<file path="src/rtl/spi_fifo_pkg.sv">
// Shared constants for the SPI FIFO status and interrupt unit: the word
// address map, the bit positions of the status, interrupt, clear and DMA
// control words, and the error event bundle passed between modules.
package spi_fifo_pkg;

    localparam int ADDR_W = 4;
    localparam int IRQ_W  = 5;
    localparam int CLR_W  = 4;

    typedef enum logic [ADDR_W-1:0] {
        A_TXDATA = 4'h0,
        A_RXDATA = 4'h1,
        A_TXLVL  = 4'h2,
        A_RXLVL  = 4'h3,
        A_STATUS = 4'h4,
        A_TXTHR  = 4'h5,
        A_RXTHR  = 4'h6,
        A_MASK   = 4'h7,
        A_RAW    = 4'h8,
        A_MASKED = 4'h9,
        A_CLEAR  = 4'hA,
        A_DMACTL = 4'hB,
        A_DMATX  = 4'hC,
        A_DMARX  = 4'hD
    } reg_addr_e;

    // Interrupt bit positions (raw, mask and masked share this layout)
    localparam int IRQ_TXE = 0;
    localparam int IRQ_TXO = 1;
    localparam int IRQ_RXU = 2;
    localparam int IRQ_RXO = 3;
    localparam int IRQ_RXF = 4;

    // Clear register bit positions
    localparam int CLR_ALL = 0;
    localparam int CLR_RXU = 1;
    localparam int CLR_RXO = 2;
    localparam int CLR_TXO = 3;

    // Status bit positions
    localparam int ST_BUSY = 0;
    localparam int ST_TXF  = 1;
    localparam int ST_TXE  = 2;
    localparam int ST_RXE  = 3;
    localparam int ST_RXF  = 4;

    // DMA control bit positions
    localparam int DMA_RX_EN = 0;
    localparam int DMA_TX_EN = 1;

    typedef struct packed {
        logic txo;
        logic rxu;
        logic rxo;
    } err_evt_t;

endpackage

</file>
<file path="src/rtl/spi_fifo_store.sv">
// Synchronous first-in first-out queue with a live fill level.
// Assumes DEPTH >= 2. A push while full and a pop while empty are dropped and
// reported through push_drop / pop_miss for one cycle. head shows the oldest
// entry and reads 0 when the queue is empty.
module spi_fifo_store #(
    parameter int WIDTH = 16,
    parameter int DEPTH = 8,
    localparam int PTRW = $clog2(DEPTH),
    localparam int LVLW = $clog2(DEPTH + 1)
) (
    input  logic             clk,
    input  logic             rst_n,
    input  logic             push,
    input  logic [WIDTH-1:0] push_data,
    input  logic             pop,
    output logic [WIDTH-1:0] head,
    output logic [LVLW-1:0]  level,
    output logic             full,
    output logic             empty,
    output logic             push_drop,
    output logic             pop_miss
);

    logic [WIDTH-1:0] mem [DEPTH];
    logic [PTRW-1:0]  wr_ptr;
    logic [PTRW-1:0]  rd_ptr;
    logic             do_push;
    logic             do_pop;

    assign full      = (level == LVLW'(DEPTH));
    assign empty     = (level == '0);
    assign do_push   = push && !full;
    assign do_pop    = pop && !empty;
    assign push_drop = push && full;
    assign pop_miss  = pop && empty;
    assign head      = empty ? '0 : mem[rd_ptr];

    // Storage write for accepted pushes
    always_ff @(posedge clk) begin
        if (do_push) mem[wr_ptr] <= push_data;
    end

    // Pointer advance with wrap at DEPTH
    always_ff @(posedge clk) begin
        if (!rst_n) begin
            wr_ptr <= '0;
            rd_ptr <= '0;
        end else begin
            if (do_push) wr_ptr <= (wr_ptr == PTRW'(DEPTH - 1)) ? '0 : wr_ptr + 1'b1;
            if (do_pop)  rd_ptr <= (rd_ptr == PTRW'(DEPTH - 1)) ? '0 : rd_ptr + 1'b1;
        end
    end

    // Fill level tracking
    always_ff @(posedge clk) begin
        if (!rst_n) begin
            level <= '0;
        end else begin
            case ({do_push, do_pop})
                2'b10:   level <= level + LVLW'(1);
                2'b01:   level <= level - LVLW'(1);
                default: level <= level;
            endcase
        end
    end

endmodule

</file>
<file path="src/rtl/spi_fifo_cfg.sv">
// Software-writable configuration: two interrupt thresholds, two DMA levels,
// interrupt mask and DMA enables, plus decode of the clear register write.
// Level-type registers accept a write only when the value is below DEPTH.
// Assumes one bus access per cycle.
module spi_fifo_cfg
    import spi_fifo_pkg::*;
#(
    parameter int DW    = 16,
    parameter int DEPTH = 8,
    localparam int LVLW = $clog2(DEPTH + 1)
) (
    input  logic              clk,
    input  logic              rst_n,
    input  logic              wr_en,
    input  logic [ADDR_W-1:0] addr,
    input  logic [DW-1:0]     wdata,
    output logic [LVLW-1:0]   tx_thr,
    output logic [LVLW-1:0]   rx_thr,
    output logic [LVLW-1:0]   dma_tx_lvl,
    output logic [LVLW-1:0]   dma_rx_lvl,
    output logic [IRQ_W-1:0]  irq_mask,
    output logic [1:0]        dma_en,
    output logic [CLR_W-1:0]  clr
);

    localparam int NLVL = 4;
    localparam logic [ADDR_W-1:0] LVL_ADDR [NLVL] = '{A_TXTHR, A_RXTHR, A_DMATX, A_DMARX};

    logic [NLVL-1:0][LVLW-1:0] lvl_q;
    logic                      in_range;

    assign in_range = (wdata < DW'(DEPTH));

    for (genvar g = 0; g < NLVL; g++) begin : g_lvl
        logic [LVLW-1:0] q;
        // Range-checked level register
        always_ff @(posedge clk) begin
            if (!rst_n) q <= '0;
            else if (wr_en && addr == LVL_ADDR[g] && in_range) q <= LVLW'(wdata);
        end
        assign lvl_q[g] = q;
    end

    assign tx_thr     = lvl_q[0];
    assign rx_thr     = lvl_q[1];
    assign dma_tx_lvl = lvl_q[2];
    assign dma_rx_lvl = lvl_q[3];

    // Mask and DMA enable registers
    always_ff @(posedge clk) begin
        if (!rst_n) begin
            irq_mask <= '0;
            dma_en   <= '0;
        end else if (wr_en) begin
            if (addr == A_MASK)   irq_mask <= wdata[IRQ_W-1:0];
            if (addr == A_DMACTL) dma_en   <= wdata[1:0];
        end
    end

    // Clear strobes are live only in the cycle of the clear write
    assign clr = (wr_en && addr == A_CLEAR) ? wdata[CLR_W-1:0] : '0;

endmodule

</file>
<file path="src/rtl/spi_fifo_irq.sv">
// Interrupt source logic: two level-driven threshold bits, three sticky
// error bits with per-bit clear, the masked view and the combined line.
// A new error event in the same cycle as its clear leaves the flag set.
module spi_fifo_irq
    import spi_fifo_pkg::*;
#(
    parameter int LVLW = 4
) (
    input  logic             clk,
    input  logic             rst_n,
    input  logic [LVLW-1:0]  tx_lvl,
    input  logic [LVLW-1:0]  rx_lvl,
    input  logic [LVLW-1:0]  tx_thr,
    input  logic [LVLW-1:0]  rx_thr,
    input  logic [IRQ_W-1:0] irq_mask,
    input  err_evt_t         evt,
    input  logic [CLR_W-1:0] clr,
    output logic [IRQ_W-1:0] raw,
    output logic [IRQ_W-1:0] masked,
    output logic             irq
);

    err_evt_t sticky;
    err_evt_t wipe;

    // Per-flag clear: the all-bit plus the flag's own bit
    assign wipe.txo = clr[CLR_ALL] | clr[CLR_TXO];
    assign wipe.rxu = clr[CLR_ALL] | clr[CLR_RXU];
    assign wipe.rxo = clr[CLR_ALL] | clr[CLR_RXO];

    // Sticky error flags, set wins over clear
    always_ff @(posedge clk) begin
        if (!rst_n) sticky <= '0;
        else        sticky <= (sticky & ~wipe) | evt;
    end

    // Assemble the raw interrupt word
    always_comb begin
        raw          = '0;
        raw[IRQ_TXE] = (tx_lvl <= tx_thr);
        raw[IRQ_TXO] = sticky.txo;
        raw[IRQ_RXU] = sticky.rxu;
        raw[IRQ_RXO] = sticky.rxo;
        raw[IRQ_RXF] = (rx_lvl > rx_thr);
    end

    assign masked = raw & irq_mask;
    assign irq    = |masked;

endmodule

</file>
<file path="src/rtl/spi_fifo_irq_unit.sv">
// Top of the SPI FIFO status and interrupt unit. Connects the register bus
// and the serial engine strobes to a transmit and a receive queue, the
// configuration registers and the interrupt logic, and forms the read mux,
// status word and DMA requests. Assumes 2 <= DEPTH < 32 and DW >= 5.
module spi_fifo_irq_unit
    import spi_fifo_pkg::*;
#(
    parameter int DW    = 16,
    parameter int DEPTH = 8,
    localparam int LVLW = $clog2(DEPTH + 1)
) (
    input  logic              clk,
    input  logic              rst_n,
    input  logic              bus_wr,
    input  logic              bus_rd,
    input  logic [ADDR_W-1:0] bus_addr,
    input  logic [DW-1:0]     bus_wdata,
    output logic [DW-1:0]     bus_rdata,
    input  logic              eng_busy,
    input  logic              eng_tx_pop,
    output logic [DW-1:0]     eng_tx_data,
    input  logic              eng_rx_push,
    input  logic [DW-1:0]     eng_rx_data,
    output logic              irq,
    output logic              dma_tx_req,
    output logic              dma_rx_req
);

    logic             tx_wr;
    logic             rx_rd;
    logic [LVLW-1:0]  tx_lvl, rx_lvl;
    logic             tx_full, tx_empty, rx_full, rx_empty;
    logic             tx_drop, tx_miss, rx_drop, rx_miss;
    logic [DW-1:0]    rx_head;
    logic [LVLW-1:0]  thr_tx, thr_rx, lvl_dtx, lvl_drx;
    logic [IRQ_W-1:0] irq_mask, irq_raw, irq_masked;
    logic [1:0]       dma_en;
    logic [CLR_W-1:0] clr;
    logic [4:0]       status;
    err_evt_t         evt;

    assign tx_wr = bus_wr && bus_addr == A_TXDATA;
    assign rx_rd = bus_rd && bus_addr == A_RXDATA;

    spi_fifo_store #(.WIDTH(DW), .DEPTH(DEPTH)) u_txq (
        .clk       (clk),
        .rst_n     (rst_n),
        .push      (tx_wr),
        .push_data (bus_wdata),
        .pop       (eng_tx_pop),
        .head      (eng_tx_data),
        .level     (tx_lvl),
        .full      (tx_full),
        .empty     (tx_empty),
        .push_drop (tx_drop),
        .pop_miss  (tx_miss)
    );

    spi_fifo_store #(.WIDTH(DW), .DEPTH(DEPTH)) u_rxq (
        .clk       (clk),
        .rst_n     (rst_n),
        .push      (eng_rx_push),
        .push_data (eng_rx_data),
        .pop       (rx_rd),
        .head      (rx_head),
        .level     (rx_lvl),
        .full      (rx_full),
        .empty     (rx_empty),
        .push_drop (rx_drop),
        .pop_miss  (rx_miss)
    );

    spi_fifo_cfg #(.DW(DW), .DEPTH(DEPTH)) u_cfg (
        .clk        (clk),
        .rst_n      (rst_n),
        .wr_en      (bus_wr),
        .addr       (bus_addr),
        .wdata      (bus_wdata),
        .tx_thr     (thr_tx),
        .rx_thr     (thr_rx),
        .dma_tx_lvl (lvl_dtx),
        .dma_rx_lvl (lvl_drx),
        .irq_mask   (irq_mask),
        .dma_en     (dma_en),
        .clr        (clr)
    );

    // Error events gathered from the two queues
    always_comb begin
        evt.txo = tx_drop;
        evt.rxu = rx_miss;
        evt.rxo = rx_drop;
    end

    spi_fifo_irq #(.LVLW(LVLW)) u_irq (
        .clk      (clk),
        .rst_n    (rst_n),
        .tx_lvl   (tx_lvl),
        .rx_lvl   (rx_lvl),
        .tx_thr   (thr_tx),
        .rx_thr   (thr_rx),
        .irq_mask (irq_mask),
        .evt      (evt),
        .clr      (clr),
        .raw      (irq_raw),
        .masked   (irq_masked),
        .irq      (irq)
    );

    // Status word
    always_comb begin
        status          = '0;
        status[ST_BUSY] = eng_busy;
        status[ST_TXF]  = tx_full;
        status[ST_TXE]  = tx_empty;
        status[ST_RXE]  = rx_empty;
        status[ST_RXF]  = rx_full;
    end

    // DMA requests
    assign dma_tx_req = dma_en[DMA_TX_EN] && (tx_lvl <= lvl_dtx);
    assign dma_rx_req = dma_en[DMA_RX_EN] && (rx_lvl > lvl_drx);

    // Combinational read mux
    always_comb begin
        case (bus_addr)
            A_RXDATA: bus_rdata = rx_head;
            A_TXLVL:  bus_rdata = DW'(tx_lvl);
            A_RXLVL:  bus_rdata = DW'(rx_lvl);
            A_STATUS: bus_rdata = DW'(status);
            A_TXTHR:  bus_rdata = DW'(thr_tx);
            A_RXTHR:  bus_rdata = DW'(thr_rx);
            A_MASK:   bus_rdata = DW'(irq_mask);
            A_RAW:    bus_rdata = DW'(irq_raw);
            A_MASKED: bus_rdata = DW'(irq_masked);
            A_DMACTL: bus_rdata = DW'(dma_en);
            A_DMATX:  bus_rdata = DW'(lvl_dtx);
            A_DMARX:  bus_rdata = DW'(lvl_drx);
            default:  bus_rdata = '0;
        endcase
    end

endmodule

</file>
<file path="config.mk">
export PLATFORM = sky130hd
export DESIGN_NAME = spi_fifo_irq_unit
export DESIGN_NICKNAME = d
export VERILOG_FILES = /design/src/rtl/spi_fifo_pkg.sv /design/src/rtl/spi_fifo_store.sv /design/src/rtl/spi_fifo_cfg.sv /design/src/rtl/spi_fifo_irq.sv /design/src/rtl/spi_fifo_irq_unit.sv
export SDC_FILE = /design/constraint.sdc
export NUM_CORES = 1
export LEC_CHECK = 0
export BUFFER_PORTS_ARGS = -buffer_cell sky130_fd_sc_hd__buf_2
export CORE_UTILIZATION = 60
export CTS_CLUSTER_DIAMETER = 120
export CTS_CLUSTER_SIZE = 40
export DETAILED_ROUTE_END_ITERATION = 12
export PLACE_DENSITY_LB_ADDON = 0.1
export SLEW_MARGIN = 20
export SYNTH_ARGS = -nofsm -noshare
export SYNTH_HDL_FRONTEND = slang
export SYNTH_HIERARCHICAL = 1
export SYNTH_SLANG_ARGS = --single-unit
</file>
<file path="constraint.sdc">
create_clock -name clk -period 4.8 [get_ports clk]
set_input_delay 1.2 -clock clk [delete_from_list [all_inputs] [get_ports clk]]
set_output_delay 1.2 -clock clk [all_outputs]
set_load 0.03 [all_outputs]
</file>
; ---- After elaboration in Yosys (flattened, before gate mapping)
; Memory sizes are Yosys's and may differ from the RTL's. A register that Yosys moved wholly into a read port is not among the register bits.
; Index checks and enable logic that the tools add are counted.
; Widths: inputs -> output; s select.
[classes]
add_sub_neg = 8
n_lt_le_gt_ge = 5
eq_ne = 23
n_mux = 18
bitwise_logic = 7
n_reduce_logical = 32
[op_table]
columns = operator, n
row1 = $pmux 16 s12, 1
row2 = $eq 4x4->1 const B, 8
row3 = $mux 16, 2
row4 = $mux 3, 8
row5 = $logic_and 1x1->1, 20
row6 = $eq 4x3->1 const B, 4
row7 = $lt 16x4->1 const B, 1
row8 = $pmux 4 s2, 2
row9 = $add 3x1->3 const B, 4
row10 = $eq 3x3->1 const B, 4
row11 = $logic_not 4->1, 3
row12 = $add 4x1->4 const B, 2
row13 = $eq 4x2->1 const B, 2
row14 = $gt 4x4->1, 2
row15 = $le 4x4->1, 2
row16 = $sub 4x1->4 const B, 2
row17 = $and 5x5->5, 1
row18 = $reduce_or 5->1, 1
row19 = $eq 2x1->1 const B, 2
row20 = $eq 2x2->1 const B, 2
row21 = $eq 4x1->1 const B, 1
row22 = $logic_not 1->1, 4
row23 = $mux 1, 4
row24 = $mux 4, 1
row25 = 6 further kinds, 10
[totals]
regBits = 46
ramBits = 256
in_bits = 43
n_memories = 2
[memory_table]
columns = memory, depth, word_bits, read_ports, rd_clocked_by_memory_dff, write_ports, line_no
row1 = u_rxq.mem, 8, 16, 1, 1, 1, spi_fifo_store.sv:24  ; logic [WIDTH-1:0] mem [DEPTH];
row2 = u_txq.mem, 8, 16, 1, 1, 1, spi_fifo_store.sv:24

; ---- Depth between registers and ports, before layout
; Gate-level depths: netlist of run 1.
[logic_depth]
word_depth = 7
mapped_depth = 13
mapped_depth_nobuf = 12

; ---- Hierarchy
; Netlist of run 1, hierarchy kept.
[modules_own_cells]
columns = module, instances, cells_each, area_per_inst_um2, seq_area_each_um2
row1 = spi_fifo_store at u_txq, 1, 280, 5584.1, 4103.9
row2 = spi_fifo_store at u_rxq, 1, 280, 5582.9, 4103.9
row3 = spi_fifo_cfg, 1, 96, 1003.5, 460.4
row4 = spi_fifo_irq_unit, 1, 122, 865.8, 0.0
row5 = spi_fifo_irq, 1, 47, 356.6, 60.1

; ---- Worst setup path after synthesis of run 1
; No wires, ideal clock.
[synth_path]
path_kind = input to register
from = in bus_addr[2]
to = mem u_txq.mem[0][0] (enable)
setup_time_ps = 430
arrival_ps = 3536
t_required_ps = 4370
setup_slack_ps = 834
path_stages = 7
path_cell_list = buf_6 buf_6 nor2_1 and3_1 nand2b_1 buf_6 nor4_1
[synth_via]
elab_chain_cells = 5
[synth_rtl]
columns = element, line_no
row1 = start: declaration, spi_fifo_irq_unit.sv:16  ; input logic [ADDR_W-1:0] bus_addr,
row2 = $logic_not 4->1, spi_fifo_irq_unit.sv:42  ; assign tx_wr = bus_wr && bus_addr == A_TXDATA;
row3 = $logic_and 1x1->1, spi_fifo_irq_unit.sv:42
row4 = via tx_wr, spi_fifo_irq_unit.sv:29  ; logic tx_wr;
row5 = $logic_and 1x1->1, spi_fifo_store.sv:32  ; assign do_push = push && !full;
row6 = $mux 1, spi_fifo_store.sv:40  ; if (do_push) mem[wr_ptr] <= push_data;
row7 = $mux 1 (implied by the code), spi_fifo_store.sv:40
row8 = end: declaration, spi_fifo_store.sv:24
; The timed path passes the listed nets, and every way through them passes these cells.

; ---- Final worst setup path of run 1
[layout_path]
from = reg u_txq.level[2]
to = out bus_rdata[0]
[layout_via]
elab_chain_cells = 3
[layout_rtl]
columns = element, line_no
row1 = start: declaration, spi_fifo_store.sv:17  ; output logic [LVLW-1:0] level,
row2 = start signal: assignment, spi_fifo_store.sv:60  ; 2'b10: level <= level + LVLW'(1);
row3 = start signal: assignment, spi_fifo_store.sv:61  ; 2'b01: level <= level - LVLW'(1);
row4 = start signal: assignment, spi_fifo_store.sv:62  ; default: level <= level;
row5 = $le 4x4->1, spi_fifo_irq.sv:40  ; raw[IRQ_TXE] = (tx_lvl <= tx_thr);
row6 = via irq_raw[0], spi_fifo_irq_unit.sv:36  ; logic [IRQ_W-1:0] irq_mask, irq_raw, irq_masked;
row7 = $and 5x5->5, spi_fifo_irq.sv:47  ; assign masked = raw & irq_mask;
row8 = via irq_masked[0], spi_fifo_irq_unit.sv:36
row9 = $pmux 16 s12, spi_fifo_irq_unit.sv:126  ; case (bus_addr)
row10 = end: declaration, spi_fifo_irq_unit.sv:18  ; output logic [DW-1:0] bus_rdata,
; The timed path passes the listed nets, and every way through them passes these cells.

==> impl_metrics.ini, run 1 <==
[setup_path]
start_kind = flop
required_ns = 3.60
r2r_start = u_rxq/level[3]
critPathKind = flop to output pin
worstPathMaxFanout = 10
cp-end-kind = output pin
startpoint = u_txq/level[2]
crit_arrival_ns = 2.88

[placed_design]
gp_congestion = 0.9104
hpwl_mm = 18.17
io_buffers = 77
dpl-instance-area_um2 = 14160
dp_cells = 1169

[sta]
min_period_ns = 4.078
fin_hold_ws_ns = 0.4869
timing.fmax_mhz = 245.2
slew_headroom_pct = 45.66
maxSlewViolCount = 0
rsz0062_at_grt = no
hold_violations = 0
fin_setup_tns_ns = 0
skew_ns = 0.02408
fin_crit_sh_pct = 84.96
worst_pin_slew_ns = 0.8151
setup_violations = 0

[cts]
post_cts_buffers = 0
cts_hold_buf = 0
ctsResizeCount = 0
cts_root_buf = clkbuf_16
cts_tree = done
ctsLongestPathBuffers = 3
path_clk_slew_ns = 0.14
cts_made_buffers = 12
htreeDepth = 1
worstSkewPairLatency_ns = 0.51
cts.sinks = 308

[global_route]
gr-total-overflow = 0
grt_pass1_wl_mm = 41.76
grt_pass1_vias = 7327
track_usage_pct = 24.87
grt_max_degree = 52
antenna_found_initial = 0

[drt]
drt_wl_total_mm = 27.71
dr.first_iter.drc_count = 458
vias = 7243
drt_first_pass_iters = 5
drc_errors = 0
wl_per_cell_um = 23.31
routed_via_density = 6.092
drtAntennaViolNets = 0

[cells_and_area]
final_area_um2 = 14560
final_common_cell = edfxtp_1
drive_above_1_share_pct = 24.97
antenna_cells = 0
multi_input_area_um2 = 4399
area_delta_synth_final_pct = 8.758
final_cell_mix = edfxtp_1 (256), buf_2 (77), mux4_2 (66)
seq_area_um2 = 8731
n_fill_cell = 1495
final_cells = 1189
fin_nets = 976

[synth]
synth_cells = 824
netlist_area_um2 = 13390
yosys_warnings = 6
synth_fp_nets = 897
avgSynthCellArea_um2 = 16.25

[die]
die_w_um = 151.4
std_cell_rows = 54
die-area_um2 = 22910
io_pins = 78
die_h_um = 151.4
core_um2 = 21820
start_util_pct = 61.34

[pwr]
leakage_uw = 0.004913
vdd_drop_max_uv = 302.2
pwr_density_cell_nw_per_um2 = 344.1

[hold_path]
hp-start = u_cfg/tx_thr[3]
worstHoldPathType = flop to flop

[run]
cap_violations = 0

[outcome]
status = finished, final reports clean
report_power, final:
part,internal (uW),switching (uW),leakage (uW)
clock network,538,807,0.000192
logic,278,389,0.00199
registers,2930,69.8,0.00273
total,3740,1270,0.00491
layout make-up:
class	count	share of cell area (%)
Clock buffer	17	2.338
Clock inverter	3	0.3867
Inverter	25	0.6445
Multi-Input combinational cell	452	30.22
Sequential cell	308	59.97
Tap cell	280	2.406
Timing Repair Buffer	104	4.039
sequential cells by signal (all words and copies together), names as in the netlist, named ones only:
| signal | count |
|---|---|
| u_rxq/mem | 128 |
| u_cfg/dma_en | 2 |
| u_txq/level | 4 |
| u_txq/mem | 128 |
| u_rxq/wr_ptr | 3 |
| u_cfg/tx_thr | 4 |
| u_txq/rd_ptr | 3 |
| u_rxq/level | 4 |
| u_cfg/irq_mask | 5 |
| u_cfg/dma_tx_lvl | 4 |
| u_cfg/rx_thr | 4 |
| u_rxq/rd_ptr | 3 |
| u_cfg/dma_rx_lvl | 4 |
| u_irq/raw | 3 |
| u_txq/wr_ptr | 3 |
critical path, cell delays in order (launching register included):
cell and delay [ns]:
dfxtp_1 0.67, ha_1 0.32, and2_1 0.15, a32o_2 0.29, and2_2 0.20, and4b_1 0.19
a31oi_1 0.14, o32a_1 0.18, nand4_1 0.07, buf_2 0.18
layer usage:
metal  vias to the layer above  track usage [%]  routed length [um]
met5                         -                0                   0
met4                         0            6.300                 490
met3                        36            2.801                1311
met2                       189            44.04               14390
met1                      3696            32.74               11530
li1                       3322                -                   -
final timing paths:
path | depth (start not counted) | slack (ns) | end
worst min-delay path | 2 | 0.49 | u_cfg/tx_thr[3]
worst max-delay path | 9 | 0.72 | bus_rdata[0]
worst max register to register | 9 | 1.57 | u_rxq/level[2]
worst min register to register | 2 | 0.49 | u_cfg/tx_thr[3]
stage by stage:
step	power [uW]	util, %	setup WS [ns]
2_1_floorplan	3507	-	0.8337
3_3_place_gp	3705	64.90	0.9563
3_5_place_dp	3730	64.90	0.7660
4_1_cts	5041	66.71	0.7080
5_1_grt	5165	66.71	0.6009
6_report	5010	66.71	0.7217
Note: power is estimated with default switching activity, not from simulation.
==> inputs of run 2 (changes only) <==
--- a/config.mk
+++ b/config.mk
@@ -6,7 +6,7 @@
 export NUM_CORES = 1
 export LEC_CHECK = 0
 export BUFFER_PORTS_ARGS = -buffer_cell sky130_fd_sc_hd__buf_2
-export CORE_UTILIZATION = 60
+export CORE_UTILIZATION = 55
 export CTS_CLUSTER_DIAMETER = 120
 export CTS_CLUSTER_SIZE = 40
 export DETAILED_ROUTE_END_ITERATION = 12
==> constraint.sdc (replaced) <==
create_clock -name clk -period 3.5 [get_ports clk]
set_input_delay 0.875 -clock clk [delete_from_list [all_inputs] [get_ports clk]]
set_output_delay 0.875 -clock clk [all_outputs]
set_load 0.03 [all_outputs]
==> run 2 against run 1 <==
Against the previous run:
- the run now ends with setup timing left
- clock skew is 0.0068 ns lower
- non-clock buffer count is 24 higher
- count of clock-buffer cells in the layout is 3 lower
==> impl_metrics.ini, run 2 (synthesis gave the netlist of run 1 again) <==
[pwr]
vdd_drop_max_uv = 403.7
pwr_density_cell_nw_per_um2 = 450.1
leakage_uw = 0.005026

[global_route]
antenna_found_initial = 3
grt_pass1_vias = 7562
gr-total-overflow = 0
track_usage_pct = 22.96
grt_pass1_wl_mm = 42.53
grt_max_degree = 42

[hold_path]
min_to = u_cfg/tx_thr[3]
hold_depth = 2
hp-start = u_cfg/tx_thr[3]
worstHoldPathType = flop to flop

[die]
io_pins = 78
std_cell_rows = 56
core_um2 = 23680
die_h_um = 158.0
die-area_um2 = 24970
die_w_um = 158.0
start_util_pct = 56.52

[cts]
htreeDepth = 1
cts_hold_buf = 0
cts.sinks = 308
path_clk_slew_ns = 0.14
ctsLongestPathBuffers = 3
cts_root_buf = clkbuf_16
cts_made_buffers = 11
cts_tree = done
worstSkewPairLatency_ns = 0.49

[cells_and_area]
area_delta_synth_final_pct = 10.67
fin_nets = 999
final_cell_mix = edfxtp_1 (256), buf_2 (75), mux4_2 (66)
finish.utilization_pct = 62.56
drive_above_1_share_pct = 28.13
reg.largest.list = u_rxq/mem (128), u_txq/mem (128), u_cfg/irq_mask (5)
final_common_cell = edfxtp_1

[sta]
timing.fmax_mhz = 279.0
min_period_ns = 3.585
rsz0062_at_grt = yes
maxSlewViolCount = 0
finalWorstSetupSlack_ns = -0.08473
hold_violations = 0
fin_crit_sh_pct = 102.4
worst_pin_slew_ns = 0.6491
fin_hold_ws_ns = 0.4622
slew_headroom_pct = 56.40
setup_violations = 1
skew_ns = 0.01723

[placed_design]
hpwl_mm = 18.32
gp_congestion = 0.8774
io_buffers = 77
pre_cts_ws_ns = 0.2236

[outcome]
status = finished with violations
violations = setup timing

[drt]
drt_first_pass_iters = 5
wl_per_cell_um = 22.21
dr.first_iter.drc_count = 500
drc_errors = 0
vias = 7299
drtAntennaViolNets = 0
routed_via_density = 5.839
drt_wl_total_mm = 27.76

[run]
cap_violations = 0

[setup_path]
cp-end-kind = output pin
rrSetupSlack_ns = 0.51
slowest_delay_ns = 0.52
required_ns = 2.62
cpMostUsedCell = mux4_2
r2r_cells = 10
timing.critical_path.cells = mux4_2, mux2i_2, nor2_1, mux4_2, a221oi_2, o21ai_1, buf_4
start_kind = flop
crit_arrival_ns = 2.71
slowest_stage = mux4_2
r2r_start = u_rxq/level[1]
r2r_end = u_rxq/level[2]
critPathKind = flop to output pin
worstPathMaxFanout = 4
-- run 2: layout make-up --
cell class              instances  area, um^2
fillers                      1801        8867
flip-flops and latches        308        8743
multi-input cells             452        4464
repair buffers                128       809.5
well taps                     319       399.1
clock buffers                  14       286.5
inverters                      25       93.84
clock inverters                 1       11.26
diodes                          3       7.507
-- run 2: worst max-delay path by stage --
stage / to / slack [ns] / cells past startpoint
global route: bus_rdata[1] / -0.15 / 7
CTS: bus_rdata[1] / -0.08 / 7
finish: bus_rdata[1] / -0.08 / 7
floorplan: u_txq/mem[2][0] / 0.28 / 7
detailed placement: u_rxq/level[2] / 0.22 / 13
global placement: bus_rdata[3] / 0.29 / 6
-- run 2: stage by stage --
step / setup TNS [ns] / std cells / power (uW) / cell area (um^2)
global placement: 0 / 1222 / 5106 / 14340
global route: -0.3760 / 1247 / 6914 / 14810
finish: -0.08473 / 1250 / 6669 / 14820
CTS: -0.2041 / 1237 / 6711 / 14680
detailed placement: 0 / 1222 / 5142 / 14340
floorplan: 0 / 824 / 4810 / 13390
-- run 2: critical path, delay by kind of cell (launching register included) --
kind	cells	cell delay, ns
and+or+nand+nor	1	0.07
muxes	3	1.20
buffers and inverters	1	0.17
AOI/OAI and AO/OA	2	0.37
DFF	1	0.41
-- run 2: report_power, final --
part           switching, uW  internal [uW]  total (uW)
registers               29.0           4020        4040
logic                    609            422        1030
clock network            997            598        1590
total                   1630           5030        6670
-- run 2: what timing repair did --
| action | 4_1_cts | 5_1_grt |
|---|---|---|
| setup endpoints to repair | 5 | 5 |
| pin swaps | 1 | 4 |
| resized for setup | 15 | 12 |
| buffers inserted | 0 | 10 |
-- run 2: routing by layer --
metal	vias to the layer above	share of wire, %	track usage [%]
met5	-	0.043	0
met4	2	1.3	3.938
met3	24	5.0	3.285
met2	176	51	40.40
met1	3724	42	30.77
li1	3373	-	-
==> inputs of run 3 (changes only) <==
--- a/config.mk
+++ b/config.mk
@@ -11,6 +11,7 @@
 export CTS_CLUSTER_SIZE = 40
 export DETAILED_ROUTE_END_ITERATION = 12
 export PLACE_DENSITY_LB_ADDON = 0.1
+export SKIP_CTS_REPAIR_TIMING = 1
 export SLEW_MARGIN = 20
 export SYNTH_ARGS = -nofsm -noshare
 export SYNTH_HDL_FRONTEND = slang
==> run 3 against run 2 <==
Against the previous run:
- the flow still finishes with violations (setup timing)
- wire length grew 0.30%
- highest routed layer unchanged
- critical path depth unchanged
- largest power group unchanged
- critical path type unchanged
- maximum frequency down 0.13%
- sequential cell count is the same
==> impl_metrics.ini, run 3 (synthesis gave the netlist of run 1 again) <==
[global_route]
grt_max_degree = 42
grt_pass1_wl_mm = 42.50
busiest_layer = met2
met2_usage_pct = 40.49
track_usage_pct = 22.94
use_met1_pct = 30.62
antenna_found_initial = 3
gr-total-overflow = 0
grt_use_met3_pct = 3.340
grt_pass1_vias = 7548

[placed_design]
gp_congestion = 0.8774
dpl-instance-area_um2 = 14340
io_buffers = 77
dp_cells = 1222
hpwl_mm = 18.32

[setup_path]
crit_buf_inv = 1
worstPathMaxFanout = 4
slowest_delay_ns = 0.52
required_ns = 2.62
timing.critical_path.cells = mux4_2, mux2i_2, nor2_1, mux4_2, a221oi_2, o21ai_1, clkbuf_4
critPathKind = flop to output pin
crit_arrival_ns = 2.71
start_kind = flop
slowest_stage = mux4_2
cp-end-kind = output pin
cpMostUsedCell = mux4_2
cp_top_family = multiplexers

[sta]
fin_setup_tns_ns = -0.1002
setup_violations = 2
slew_headroom_pct = 57.49
fin_hold_ws_ns = 0.4574
hold_violations = 0
finalWorstSetupSlack_ns = -0.08945
timing.fmax_mhz = 278.6
worst_pin_slew_ns = 0.6328
skew_ns = 0.01787
min_period_ns = 3.589
maxSlewViolCount = 0
fin_crit_sh_pct = 102.6
rsz0062_at_grt = yes

[cells_and_area]
final_common_cell = edfxtp_1
reg.largest.list = u_rxq/mem (128), u_txq/mem (128), u_cfg/irq_mask (5)
fin_nets = 997
final_cells = 1248
n_fill_cell = 1806
finish.utilization_pct = 62.45
final_area_um2 = 14790
drive_above_1_share_pct = 27.43
final_cell_mix = edfxtp_1 (256), buf_2 (74), mux4_2 (66)
area_delta_synth_final_pct = 10.49

[run]
cap_violations = 0

[die]
std_cell_rows = 56
core_um2 = 23680
die_w_um = 158.0
die-area_um2 = 24970
start_util_pct = 56.52
io_pins = 78
die_h_um = 158.0

[pwr]
vdd_drop_max_uv = 401.8
pwr_density_cell_nw_per_um2 = 449.8
pwr-share-clk_pct = 23.9
p_switching_uw = 1628
leakage_uw = 0.005014
seqPwrFrac_pct = 60.8
intPower_uw = 5025
combPwrFrac_pct = 15.3
sw_frac_of_total_pct = 24.48

[drt]
drt_first_pass_iters = 5
drc_errors = 0
drt_wl_total_mm = 27.84
wl_per_cell_um = 22.31
routed_via_density = 5.854
vias = 7306
drtAntennaViolNets = 0
dr.first_iter.drc_count = 603

[cts]
worstSkewPairLatency_ns = 0.49
path_clk_slew_ns = 0.14
cts.sinks = 308
htreeDepth = 1
cts_made_buffers = 11
cts_root_buf = clkbuf_16
cts_tree = done
ctsLongestPathBuffers = 3

[hold_path]
worstHoldPathType = flop to flop

[outcome]
status = finished with violations
violations = setup timing
-- run 3: changes by cell type in the layout (fill, tap and decap cells not counted), sizes merged --
cell	before	now
clkbuf	14	15
buf	128	125
-- run 3: stage by stage --
| stage | total power, uW | setup slack, ns |
|---|---|---|
| after floorplan | 4810 | 0.2813 |
| after global placement | 5106 | 0.2918 |
| after detailed placement | 5142 | 0.2236 |
| after CTS | 6706 | -0.2377 |
| after global routing | 6900 | -0.1583 |
| final | 6653 | -0.08945 |
-- run 3: metal layers --
metal | part of all wire, % | vias to the layer above | wire [um]
li1 | - | 3362 | -
met1 | 42 | 3740 | 11730
met2 | 51 | 178 | 14330
met3 | 5.1 | 24 | 1413
met4 | 1.3 | 2 | 359
met5 | 0.043 | - | 12
-- run 3: cell type report --
type / count / area (um^2) / share of cell area [%]
sequential: 308 / 8743 / 59.12
clock buffer: 14 / 286.5 / 1.937
antenna: 3 / 7.507 / 0.05076
multi-input combinational: 452 / 4439 / 30.01
tap: 319 / 399.1 / 2.699
timing repair buffer: 126 / 809.5 / 5.473
clock inverter: 1 / 11.26 / 0.07614
inverter: 25 / 93.84 / 0.6345
-- run 3: worst register-to-register path, cell delays in order, from the launching register on --
cell and delay (ns):
dfxtp_1 0.42, buf_4 0.20, nor4b_2 0.29, nand2b_1 0.47, ha_1 0.36, xor2_1 0.10
ha_1 0.20, a21oi_1 0.17, xor2_1 0.11, or3_2 0.43, a21boi_0 0.19
-- run 3: worst paths after layout --
kind	start	endpoint	slack, ns	cells after the start
worst max-delay path	flop	bus_rdata[1]	-0.09	7
worst min-delay path	u_cfg/tx_thr[3]	u_cfg/tx_thr[3]	0.46	2
worst max register to register	u_rxq/level[1]	u_rxq/level[2]	0.49	10
worst min register to register	u_cfg/tx_thr[3]	u_cfg/tx_thr[3]	0.46	2
-- run 3: power by group through the flow --
stage | Combinational, uW | Sequential (uW) | Clock [uW]
global placement | 980 | 4130 | 0
floorplan | 678 | 4130 | 0
finish | 1020 | 4040 | 1590
global route | 1110 | 4050 | 1750
detailed placement | 1010 | 4130 | 0
CTS | 1010 | 4050 | 1650
